==> src/rtl/sprom_pkg.sv <==
package sprom_pkg;
   localparam int          RD_OP_W = 3;
   localparam logic [2:0]  RD_OP   = 3'b110;   // start bit, then read opcode
   localparam int          PIN_CS  = 0;
   localparam int          PIN_SK  = 1;
   localparam int          PIN_DO  = 2;
   localparam int          PIN_EN  = 3;

   typedef enum logic [1:0] {LD_WAIT, LD_ISSUE, LD_BUSY, LD_DONE} ld_state_t;
   typedef enum logic [1:0] {SH_IDLE, SH_XFER, SH_GAP}            sh_state_t;
endpackage

==> src/rtl/mw_tick.sv <==
module mw_tick #(
   parameter int CLK_DIV = 2
) (
   input  logic clk,
   input  logic rst_n,
   output logic tick
);
   generate
      if (CLK_DIV < 1) begin : g_bad
         $error("CLK_DIV must be at least 1");
      end else if (CLK_DIV == 1) begin : g_every
         assign tick = 1'b1;
      end else begin : g_count
         localparam int CW = $clog2(CLK_DIV);
         localparam logic [CW-1:0] LAST = CW'(CLK_DIV - 1);
         logic [CW-1:0] cnt;
         always_ff @(posedge clk or negedge rst_n) begin
            if (!rst_n)           cnt <= '0;
            else if (cnt == LAST) cnt <= '0;
            else                  cnt <= cnt + 1'b1;
         end
         assign tick = (cnt == LAST);
      end
   endgenerate
endmodule

==> src/rtl/mw_read_engine.sv <==
module mw_read_engine
   import sprom_pkg::*;
#(
   parameter int ADDR_W = 6,
   parameter int DATA_W = 16
) (
   input  logic              clk,
   input  logic              rst_n,
   input  logic              tick,
   input  logic              start,
   input  logic [ADDR_W-1:0] addr,
   input  logic              miso,
   output logic              cs,
   output logic              sk,
   output logic              sdo,
   output logic [DATA_W-1:0] word,
   output logic              word_vld,
   output logic              idle
);
   localparam int CMD_BITS = RD_OP_W + ADDR_W;
   localparam int TOTAL    = CMD_BITS + DATA_W;
   localparam int CNT_W    = $clog2(TOTAL + 1);
   localparam logic [CNT_W-1:0] CMD_C = CNT_W'(CMD_BITS);
   localparam logic [CNT_W-1:0] TOT_C = CNT_W'(TOTAL);

   sh_state_t            st;
   logic [CNT_W-1:0]     cnt;
   logic [CMD_BITS-1:0]  cmd_sr;

   always_ff @(posedge clk or negedge rst_n) begin
      if (!rst_n) begin
         st       <= SH_IDLE;
         cs       <= 1'b0;
         sk       <= 1'b0;
         sdo      <= 1'b0;
         cnt      <= '0;
         cmd_sr   <= '0;
         word     <= '0;
         word_vld <= 1'b0;
      end else begin
         word_vld <= 1'b0;
         case (st)
            SH_IDLE: if (start) begin
               st     <= SH_XFER;
               cs     <= 1'b1;
               sk     <= 1'b0;
               cnt    <= '0;
               cmd_sr <= {RD_OP, addr};
               sdo    <= RD_OP[RD_OP_W-1];
            end
            SH_XFER: if (tick) begin
               if (!sk) begin
                  sk  <= 1'b1;
                  cnt <= cnt + 1'b1;
                  if (cnt >= CMD_C) word <= {word[DATA_W-2:0], miso};
               end else begin
                  sk <= 1'b0;
                  if (cnt == TOT_C) begin
                     cs  <= 1'b0;
                     sdo <= 1'b0;
                     st  <= SH_GAP;
                  end else begin
                     cmd_sr <= {cmd_sr[CMD_BITS-2:0], 1'b0};
                     sdo    <= cmd_sr[CMD_BITS-2];
                  end
               end
            end
            SH_GAP: if (tick) begin
               st       <= SH_IDLE;
               word_vld <= 1'b1;
            end
            default: st <= SH_IDLE;
         endcase
      end
   end

   assign idle = (st == SH_IDLE);

   a_r3_frame_opens_with_one: assert property (@(posedge clk) disable iff (!rst_n)
      $rose(cs) |-> sdo)
      else $error("frame did not begin with a start bit of 1");

   a_r3_clock_only_in_frame: assert property (@(posedge clk) disable iff (!rst_n)
      !cs |-> !sk)
      else $error("serial clock high with chip select low");
endmodule

==> src/rtl/csum_acc.sv <==
module csum_acc #(
   parameter int DATA_W = 16,
   parameter int SUM_W  = 8
) (
   input  logic              clk,
   input  logic              rst_n,
   input  logic              add,
   input  logic [DATA_W-1:0] word,
   output logic [SUM_W-1:0]  sum_next
);
   localparam int NB = DATA_W / 8;
   logic [SUM_W-1:0] sum_q;

   always_comb begin
      sum_next = sum_q;
      if (add)
         for (int b = 0; b < NB; b++)
            sum_next = sum_next + SUM_W'(word[8*b +: 8]);
   end

   always_ff @(posedge clk or negedge rst_n) begin
      if (!rst_n) sum_q <= '0;
      else        sum_q <= sum_next;
   end
endmodule

==> src/rtl/cfg_bank.sv <==
module cfg_bank #(
   parameter int N_WORDS = 4,
   parameter int DATA_W  = 16,
   parameter logic [N_WORDS*DATA_W-1:0] DEFAULTS = '0,
   localparam int IW = (N_WORDS > 1) ? $clog2(N_WORDS) : 1
) (
   input  logic                        clk,
   input  logic                        rst_n,
   input  logic                        wr_en,
   input  logic [IW-1:0]               wr_idx,
   input  logic [DATA_W-1:0]           wr_data,
   input  logic                        restore,
   output logic [N_WORDS*DATA_W-1:0]   cfg
);
   for (genvar g = 0; g < N_WORDS; g++) begin : g_word
      always_ff @(posedge clk or negedge rst_n) begin
         if (!rst_n)
            cfg[g*DATA_W +: DATA_W] <= DEFAULTS[g*DATA_W +: DATA_W];
         else if (restore)
            cfg[g*DATA_W +: DATA_W] <= DEFAULTS[g*DATA_W +: DATA_W];
         else if (wr_en && wr_idx == IW'(g))
            cfg[g*DATA_W +: DATA_W] <= wr_data;
      end
   end
endmodule

==> src/rtl/sprom_autoload.sv <==
module sprom_autoload
   import sprom_pkg::*;
#(
   parameter int N_WORDS   = 4,
   parameter int ADDR_W    = 6,
   parameter int DATA_W    = 16,
   parameter int CLK_DIV   = 2,
   parameter int START_DLY = 8,
   parameter logic [7:0] CSUM_TARGET = 8'hFF,
   parameter logic [N_WORDS*DATA_W-1:0] DEFAULTS = {16'hD003, 16'hC002, 16'hB001, 16'hA000}
) (
   input  logic                       clk,
   input  logic                       rst_n,
   input  logic                       io_access,
   input  logic                       cfg_access,
   output logic                       tgt_devsel,
   output logic                       tgt_stop,
   output logic                       tgt_trdy,
   input  logic                       dir_wr,
   input  logic [3:0]                 dir_wdata,
   output logic [4:0]                 dir_rdata,
   output logic                       mw_cs,
   output logic                       mw_sck,
   output logic                       mw_mosi,
   input  logic                       mw_miso,
   output logic [N_WORDS*DATA_W-1:0]  cfg_words,
   output logic                       load_done,
   output logic                       csum_ok
);
   localparam int IW  = (N_WORDS > 1) ? $clog2(N_WORDS) : 1;
   localparam int DW  = $clog2(START_DLY + 1);
   localparam logic [IW-1:0] LAST_IDX = IW'(N_WORDS - 1);
   localparam logic [DW-1:0] DLY_END  = DW'(START_DLY - 1);

   if (DATA_W != 16)          begin : g_chk_w  $error("data word must be 16 bits"); end
   if (N_WORDS > 2**ADDR_W)   begin : g_chk_n  $error("more words than addresses"); end
   if (START_DLY < 1)         begin : g_chk_d  $error("START_DLY must be at least 1"); end

   ld_state_t          st;
   logic [DW-1:0]      dly_cnt;
   logic [IW-1:0]      widx;
   logic               tick, eng_start, eng_cs, eng_sk, eng_sdo, word_vld, eng_idle;
   logic [DATA_W-1:0]  word;
   logic [7:0]         sum_next;
   logic               last_word, restore;
   logic [3:0]         dir_q;

   mw_tick #(.CLK_DIV(CLK_DIV)) u_tick (.clk(clk), .rst_n(rst_n), .tick(tick));

   mw_read_engine #(.ADDR_W(ADDR_W), .DATA_W(DATA_W)) u_eng (
      .clk(clk), .rst_n(rst_n), .tick(tick), .start(eng_start),
      .addr(ADDR_W'(widx)), .miso(mw_miso),
      .cs(eng_cs), .sk(eng_sk), .sdo(eng_sdo),
      .word(word), .word_vld(word_vld), .idle(eng_idle));

   csum_acc #(.DATA_W(DATA_W), .SUM_W(8)) u_sum (
      .clk(clk), .rst_n(rst_n), .add(word_vld), .word(word), .sum_next(sum_next));

   assign last_word = word_vld && (widx == LAST_IDX);
   assign restore   = last_word && (sum_next != CSUM_TARGET);
   assign eng_start = (st == LD_ISSUE) && eng_idle;

   cfg_bank #(.N_WORDS(N_WORDS), .DATA_W(DATA_W), .DEFAULTS(DEFAULTS)) u_bank (
      .clk(clk), .rst_n(rst_n), .wr_en(word_vld), .wr_idx(widx),
      .wr_data(word), .restore(restore), .cfg(cfg_words));

   always_ff @(posedge clk or negedge rst_n) begin
      if (!rst_n) begin
         st        <= LD_WAIT;
         dly_cnt   <= '0;
         widx      <= '0;
         load_done <= 1'b0;
         csum_ok   <= 1'b0;
      end else begin
         case (st)
            LD_WAIT:
               if (dly_cnt == DLY_END) st <= LD_ISSUE;
               else                    dly_cnt <= dly_cnt + 1'b1;
            LD_ISSUE:
               if (eng_idle) st <= LD_BUSY;
            LD_BUSY:
               if (last_word) begin
                  st        <= LD_DONE;
                  load_done <= 1'b1;
                  csum_ok   <= (sum_next == CSUM_TARGET);
               end else if (word_vld) begin
                  widx <= widx + 1'b1;
                  st   <= LD_ISSUE;
               end
            default: st <= LD_DONE;
         endcase
      end
   end

   always_ff @(posedge clk or negedge rst_n) begin
      if (!rst_n)                     dir_q <= '0;
      else if (dir_wr && load_done)   dir_q <= dir_wdata;
   end

   always_comb begin
      if (!load_done) begin
         mw_cs   = eng_cs;
         mw_sck  = eng_sk;
         mw_mosi = eng_sdo;
      end else begin
         mw_cs   = dir_q[PIN_EN] & dir_q[PIN_CS];
         mw_sck  = dir_q[PIN_EN] & dir_q[PIN_SK];
         mw_mosi = dir_q[PIN_EN] & dir_q[PIN_DO];
      end
   end

   assign dir_rdata  = {mw_miso, dir_q};
   assign tgt_devsel = io_access | cfg_access;
   assign tgt_stop   = io_access & ~load_done;
   assign tgt_trdy   = cfg_access | (io_access & load_done);

   a_r6_io_retried_while_loading: assert property (@(posedge clk) disable iff (!rst_n)
      (io_access && st != LD_DONE) |-> (tgt_devsel && tgt_stop && !tgt_trdy))
      else $error("I/O access not retried during load");

   a_r9_done_is_sticky: assert property (@(posedge clk) disable iff (!rst_n)
      load_done |=> load_done)
      else $error("done flag fell");

   a_r9_engine_quiet_after: assert property (@(posedge clk) disable iff (!rst_n)
      (st == LD_DONE) |-> !eng_cs)
      else $error("serial transfer after load finished");

   a_r11_pins_locked_early: assert property (@(posedge clk) disable iff (!rst_n)
      !load_done |-> (dir_q == 4'd0))
      else $error("pin-control register written during load");

   a_r7_ok_implies_done: assert property (@(posedge clk) disable iff (!rst_n)
      csum_ok |-> load_done)
      else $error("checksum flag without done");
endmodule

==> config.mk <==
export PLATFORM = sky130hd
export DESIGN_NAME = sprom_autoload
export DESIGN_NICKNAME = d
export VERILOG_FILES = /design/src/rtl/sprom_pkg.sv /design/src/rtl/mw_tick.sv /design/src/rtl/mw_read_engine.sv /design/src/rtl/csum_acc.sv /design/src/rtl/cfg_bank.sv /design/src/rtl/sprom_autoload.sv
export SDC_FILE = /design/constraint.sdc
export NUM_CORES = 1
export LEC_CHECK = 0
export ABC_AREA = 1
export BUFFER_PORTS_ARGS = -buffer_cell sky130_fd_sc_hd__buf_2
export CORE_ASPECT_RATIO = 1.4
export CORE_MARGIN = 5
export CORE_UTILIZATION = 50
export DETAILED_ROUTE_END_ITERATION = 10
export PLACE_DENSITY_LB_ADDON = 0.1
export SLEW_MARGIN = 20
export SYNTH_ARGS = -nofsm -noshare
export SYNTH_HDL_FRONTEND = slang
export SYNTH_SLANG_ARGS = --single-unit
==> constraint.sdc <==
create_clock -name clk -period 3.3 [get_ports clk]
set_clock_uncertainty 0.15 [all_clocks]
set_input_delay 0.495 -clock clk [delete_from_list [all_inputs] [get_ports clk]]
set_output_delay 0.495 -clock clk [all_outputs]
set_load 0.01 [all_outputs]
==> After elaboration in Yosys (flattened, before gate mapping) <==
Cells that the tools add are included.
{ "op_classes": {"add_sub_neg": 6, "order_cmp": 1, "eq_ne": 21, "n_mux": 48, "bitwise": 11, "reduce_logical": 26} }
{ "ops": {"columns": ["op", "n"], "rows": [
  ["two-way mux 16 bit", 8],
  ["two-way mux 8 bit", 5],
  ["two-way mux 2 bit", 9],
  ["adder 8 bit", 2],
  ["two-way mux 1 bit", 16],
  ["one-hot mux 8 bit (2 select lines)", 1],
  ["two-way mux 5 bit", 3],
  ["AND reduction 5 bit", 3],
  ["inequality test 2 bit (second input constant)", 7],
  ["one-hot mux 2 bit (3 select lines)", 2],
  ["AND reduction 4 bit", 3],
  ["one-hot mux 5 bit (2 select lines)", 1],
  ["nonzero test 2 bit", 5],
  ["AND reduction 3 bit", 3],
  ["== test 2 bit (second input constant)", 4],
  ["== test 8 bit (second input constant)", 1],
  ["inequality test 8 bit (second input constant)", 1],
  ["logical AND 1 bit", 7],
  ["== test 2 x 1 -> 1 bit (second input constant)", 3],
  ["zero test 2 bit", 3],
  ["one-hot mux 1 bit (2 select lines)", 3],
  ["adder 5 x 1 -> 5 bit (second input constant)", 1],
  ["AND 1 bit", 5],
  ["== test 5 bit (second input constant)", 1],
  ["10 further kinds", 16]
]} }
{ "word_totals": {"reg_bits": 122, "input_bits": 10, "out_inout_bits": 77, "wordCells": 133} }

==> Longest topological paths before layout <==
{ "depth": {"ltp_word": 6, "depth_mapped": 20, "ltp_nobuf": 19} }

==> Modules after synthesis <==
A second synthesis with hierarchy kept.
{ "hier_totals": {"cells_unflattened": 731, "area_unflattened_um2": 6097.1} }
{ "by_module_without_submodules": {"columns": ["module", "instances", "cells_per_inst", "area_per_inst_um2", "seq_area_each_um2"], "rows": [
  ["cfg_bank", 1, 322, 2758.9, 1619.1],
  ["mw_read_engine", 1, 210, 1736.7, 875.8],
  ["csum_acc", 1, 106, 802.0, 200.2],
  ["sprom_autoload", 1, 91, 770.7, 350.3],
  ["mw_tick", 1, 2, 28.8, 25.0]
]} }

==> Least setup slack after synthesis <==
Ideal clock, no wire load.
{ "synth_path": {"path_kind": "reg-to-reg", "from": "register u_eng.word[1]", "to": "register u_bank.cfg[32]", "setup_ns": 0.066, "t_arrival_ns": 2.686, "required_time_ns": 3.084, "setup_slack_ns": 0.398, "stages_incl_launch_ff": 20, "n_path_buf": 2, "period_less_slack_ns": 2.902, "cell_sequence": "dfrtp_1 inv_1 fa_1 inv_1 ha_1 inv_1 fa_1 inv_1 nand2_1 nand2_1 nand3_1 nor2_1 nand3_1 nor2_1 nand3_2 nand2_4 buf_6 buf_8 nand3_2 nand2_1"} }
{ "synth_via": {"elab_chain_cells": 6, "elab_cells_between_ends": 7, "cone_classes": "add/sub (2); eq/ne (1); mux (2); reduce/logical (2)"} }
{ "synth_rtl": {"columns": ["item", "line_no", "rtl"], "rows": [
  ["start, declared", "mw_read_engine.sv:16", "output logic [DATA_W-1:0] word,"],
  ["start signal, assigned", "mw_read_engine.sv:55", "if (cnt >= CMD_C) word <= {word[DATA_W-2:0], miso};"],
  ["adder 8 bit (*) (2 in series)", "csum_acc.sv:18", "sum_next = sum_next + SUM_W'(word[8*b +: 8]);"],
  ["two-way mux 8 bit (*)", "csum_acc.sv:16", "if (add)"],
  ["net sum_next[2]", "sprom_autoload.sv:44", "logic [7:0] sum_next;"],
  ["inequality test 8 bit (*)", "sprom_autoload.sv:60", "assign restore = last_word && (sum_next != CSUM_TARGET);"],
  ["logical AND 1 bit (*)", "sprom_autoload.sv:60", null],
  ["two-way mux 16 bit or nonzero test 2 bit (tied branches)", null, null],
  ["end signal, assigned by index", "cfg_bank.sv:18", "cfg[g*DATA_W +: DATA_W] <= DEFAULTS[g*DATA_W +: DATA_W];"],
  ["end signal, assigned by index", "cfg_bank.sv:20", "cfg[g*DATA_W +: DATA_W] <= DEFAULTS[g*DATA_W +: DATA_W];"],
  ["end signal, assigned by index", "cfg_bank.sv:22", "cfg[g*DATA_W +: DATA_W] <= wr_data;"],
  ["end, declared", "cfg_bank.sv:13", "output logic [N_WORDS*DATA_W-1:0] cfg"]
]} }
The timed path passes the listed nets; every way through them passes the cells marked *.
A chain may end at the register's enable or synchronous reset.

==> Final worst setup path <==
{ "layout_path": {"from": "register u_eng.word[1]", "to": "register u_bank.cfg[13]"} }
{ "layout_via": {"elab_chain_cells": 6, "elab_cells_between_ends": 7, "cone_classes": "add/sub (2); eq/ne (1); mux (2); reduce/logical (2)"} }
{ "layout_rtl": {"columns": ["item", "line_no"], "rows": [
  ["adder 8 bit (*) (2 in series)", "csum_acc.sv:18"],
  ["two-way mux 8 bit (*)", "csum_acc.sv:16"],
  ["inequality test 8 bit (*)", "sprom_autoload.sv:60"],
  ["logical AND 1 bit (*)", "sprom_autoload.sv:60"],
  ["two-way mux 16 bit or nonzero test 2 bit (tied branches)", null]
]} }
Every way passes the cells marked *; elsewhere a longest branch is shown, timed or not.

==> run metrics <==
port buffer count=86; Reg area=3070 sq um; Top Ports=87; gpl congestion=0.866; status=complete, no violations; Setup crit start kind=register; CTS Buf Count=17; DRT Pass-1 Iters=5; Seq/Total Area, Yosys=0.532; setup TNS=0 ns; CP most frequent cell=nand2_1; crit-path max cell delay=0.48 ns; Final Critical Period=3.18 ns; YS warnings=0; Layout area overhead=27.2%; root buffer cell=clkbuf_16; Rel. slew slack=0.572; Routed Antenna Nets=0; CTS Buffer Depth=2; crit-path max FO=13; layout cells sized above 1=0.262; Layout Nets=812; Lkg Pwr=4.14 nW; row count=46; Inserted Diodes=0; total global-route track usage=0.218; DRC viols=0; Critical Path RT=3.50 ns; Netlist cell types=35; Period Utilization, post-route=0.964; die area=13800 sq um; core box area=11300 sq um; Die X=101 um; FF-to-FF End=u_bank.cfg[13]$_DFFE_PN1P_; CP max-delay cell=fa_1; initial antenna violation count=0; clock latency on the worst-skew pair=0.41 ns; DRT iter0 DRCs=217; Worst R2R Start=u_eng.word[1]$_DFFE_PN0P_; maxcap violations=0; post-layout util=0.647; WHS Path Cells=2; Crit Path Category=reg2reg; worst-margin pin slew=0.640 ns; global-route wire length before repair=23300 um; multi-input logic area=2290 sq um; crit end category=register; vias in the first global route=4722; total grt overflow=0; WL/cell=16.1 um; post-synth design cell area=5770 sq um; via count=4948; H-tree Lvls=4; Mapped Cells=658; setup slack, reg-to-reg=0.12 ns; WP data arrival=3.38 ns; clock sink total=122; syn_area_per_cell=8.76 sq um; Routed WL=15100 um; largest net degree at the start of global routing=61; Pwr Density=453 nW/um^2; Die H=137 um; dpl hpwl=10400 um; CTS tree=yes; CP cell instances=inv_2 -> fa_1 -> inv_2 -> ha_4 -> inv_2 -> fa_1 -> nand2_1 -> nand2_1 -> nand2_1 -> nand2_1 -> nor2_1 -> nand3_1 -> nor2_1 -> nand3_2 -> nand2_8 -> buf_4 -> clkbuf_16 -> nand3_1 -> nand2_1; worst vdd ir=0.000347 V; hold wc startpoint=dir_wdata[1]; most frequent cells in the layout=nand2_1, nand3_1, dfrtp_1, buf_2, inv_1; Post-Syn Nets=689; Hold Path End=dir_q[1]$_DFFE_PN0P_; Max Fclk=314 MHz; fill count=949; Initial Utilization=0.509; vias per cell=5.28; Final setup viols=0; Hold/Removal Path Class=in2reg; most common cell after layout, fill and taps aside=nand2_1; fin. max-slew vios=0; R2R cell count=19; final hold vios=0; CTS clk-pin slew, worst paths=0.06 ns; Seq cells post-synth=122
report_power, final:
group          internal, mW  leakage (nW)  switching [mW]
registers              1.50          1.60        0.000875
logic                0.0162          2.27          0.0406
clock network          1.09         0.269           0.669
synthesized netlist by cell type, drive strengths merged:
library cell / n / share of area
nand2: 197 / 0.13
nand3: 121 / 0.11
dfrtp: 108 / 0.47
inv: 75 / 0.049
nor2: 26 / 0.017
o21ai: 21 / 0.018
a21oi: 17 / 0.015
buf: 17 / 0.021
dfstp: 14 / 0.064
ha: 13 / 0.028
o22ai: 9 / 0.0098
clkbuf: 8 / 0.0052
fa: 8 / 0.028
mux2: 5 / 0.0098
nand4: 3 / 0.0033
nor3: 3 / 0.0035
or2: 3 / 0.0033
clkinv: 2 / 0.0015
xnor2: 2 / 0.0030
xor2: 2 / 0.0030
a31oi: 1 / 0.0011
and2: 1 / 0.0011
o211ai: 1 / 0.0013
o31ai: 1 / 0.0013
through the flow:
step | hold slack, ns | instances | area (sq um) | worst slack [ns] | total power, mW
2_1_floorplan | 0.0494 | 658 | 5770 | 0.398 | 1.53
3_3_place_gp | 0.275 | 889 | 6480 | 0.119 | 1.58
3_5_place_dp | 0.279 | 889 | 6480 | 0.0809 | 1.58
4_1_cts | 0.158 | 922 | 7050 | 0.0514 | 3.34
5_1_grt | 0.161 | 938 | 7330 | -0.0427 | 3.41
6_report | 0.166 | 938 | 7330 | 0.120 | 3.32
how the worst max path moves through the flow:
stage,startpoint,end,slack (ns),cells after the start
finish,u_eng.word[1]$_DFFE_PN0P_,u_bank.cfg[13]$_DFFE_PN1P_,0.12,19
global route,u_eng.word[1]$_DFFE_PN0P_,u_bank.cfg[61]$_DFFE_PN0P_,-0.04,19
CTS,u_sum.sum_q[1]$_DFF_PN0_,u_bank.cfg[28]$_DFFE_PN1P_,0.05,19
detailed placement,u_sum.sum_q[1]$_DFF_PN0_,u_bank.cfg[28]$_DFFE_PN1P_,0.08,19
global placement,u_sum.sum_q[1]$_DFF_PN0_,u_bank.cfg[29]$_DFFE_PN1P_,0.12,19
floorplan,u_eng.word[1]$_DFFE_PN0P_,u_bank.cfg[32]$_DFFE_PN0P_,0.40,19
sequential cells by signal, summed over array words and instances (netlist names), 2 cells and up:
| name | count |
|---|---|
| u_bank.cfg | 64 |
| u_eng.word | 16 |
| u_eng.cmd_sr | 8 |
| u_sum.sum_q | 8 |
| u_eng.cnt | 5 |
| dir_q | 4 |
| dly_cnt | 4 |
| st | 2 |
| u_eng.st | 2 |
| widx | 2 |
cell families after synthesis:
group                    Yosys count  share of synthesized area
AO/OA/AOI/OAI                     50                     0.0464
XOR/XNOR                           4                    0.00608
adder cells (fa/ha/maj)           21                     0.0560
buffers and inverters            102                     0.0768
flip-flops                       122                      0.532
multiplexers                       5                    0.00976
AND/OR/NAND/NOR                  354                      0.273
cell type report:
cell class,count,area share
Clock buffer,22,0.0647
Clock inverter,10,0.0126
Inverter,77,0.0396
Multi-Input combinational cell,434,0.312
Sequential cell,122,0.419
Tap cell,144,0.0246
Timing Repair Buffer,129,0.128
worst max-delay path: cells and delay by family, from the launching register on:
family	cells	cell delay (ns)
and+or+nand+nor	11	1.07
buffers and inverters	5	0.47
adders and majority gates	3	1.05
DFF	1	0.37
routing by layer:
metal  up-vias  GRT usage  share of wire
met3        39     0.0520          0.060
met2       176      0.379           0.53
met5         -          0              0
li1       2356          -              -
met4         0     0.0929          0.035
met1      2377      0.256           0.38
what timing repair did:
action / in CTS / in global routing
endpoints found under the setup margin: 0 / 48
buffers inserted: 0 / 9
gates resized for setup: 0 / 14
hold endpoints to repair: 24 / 0
hold buffers: 1 / 0
(Power assumes the default switching activity.)
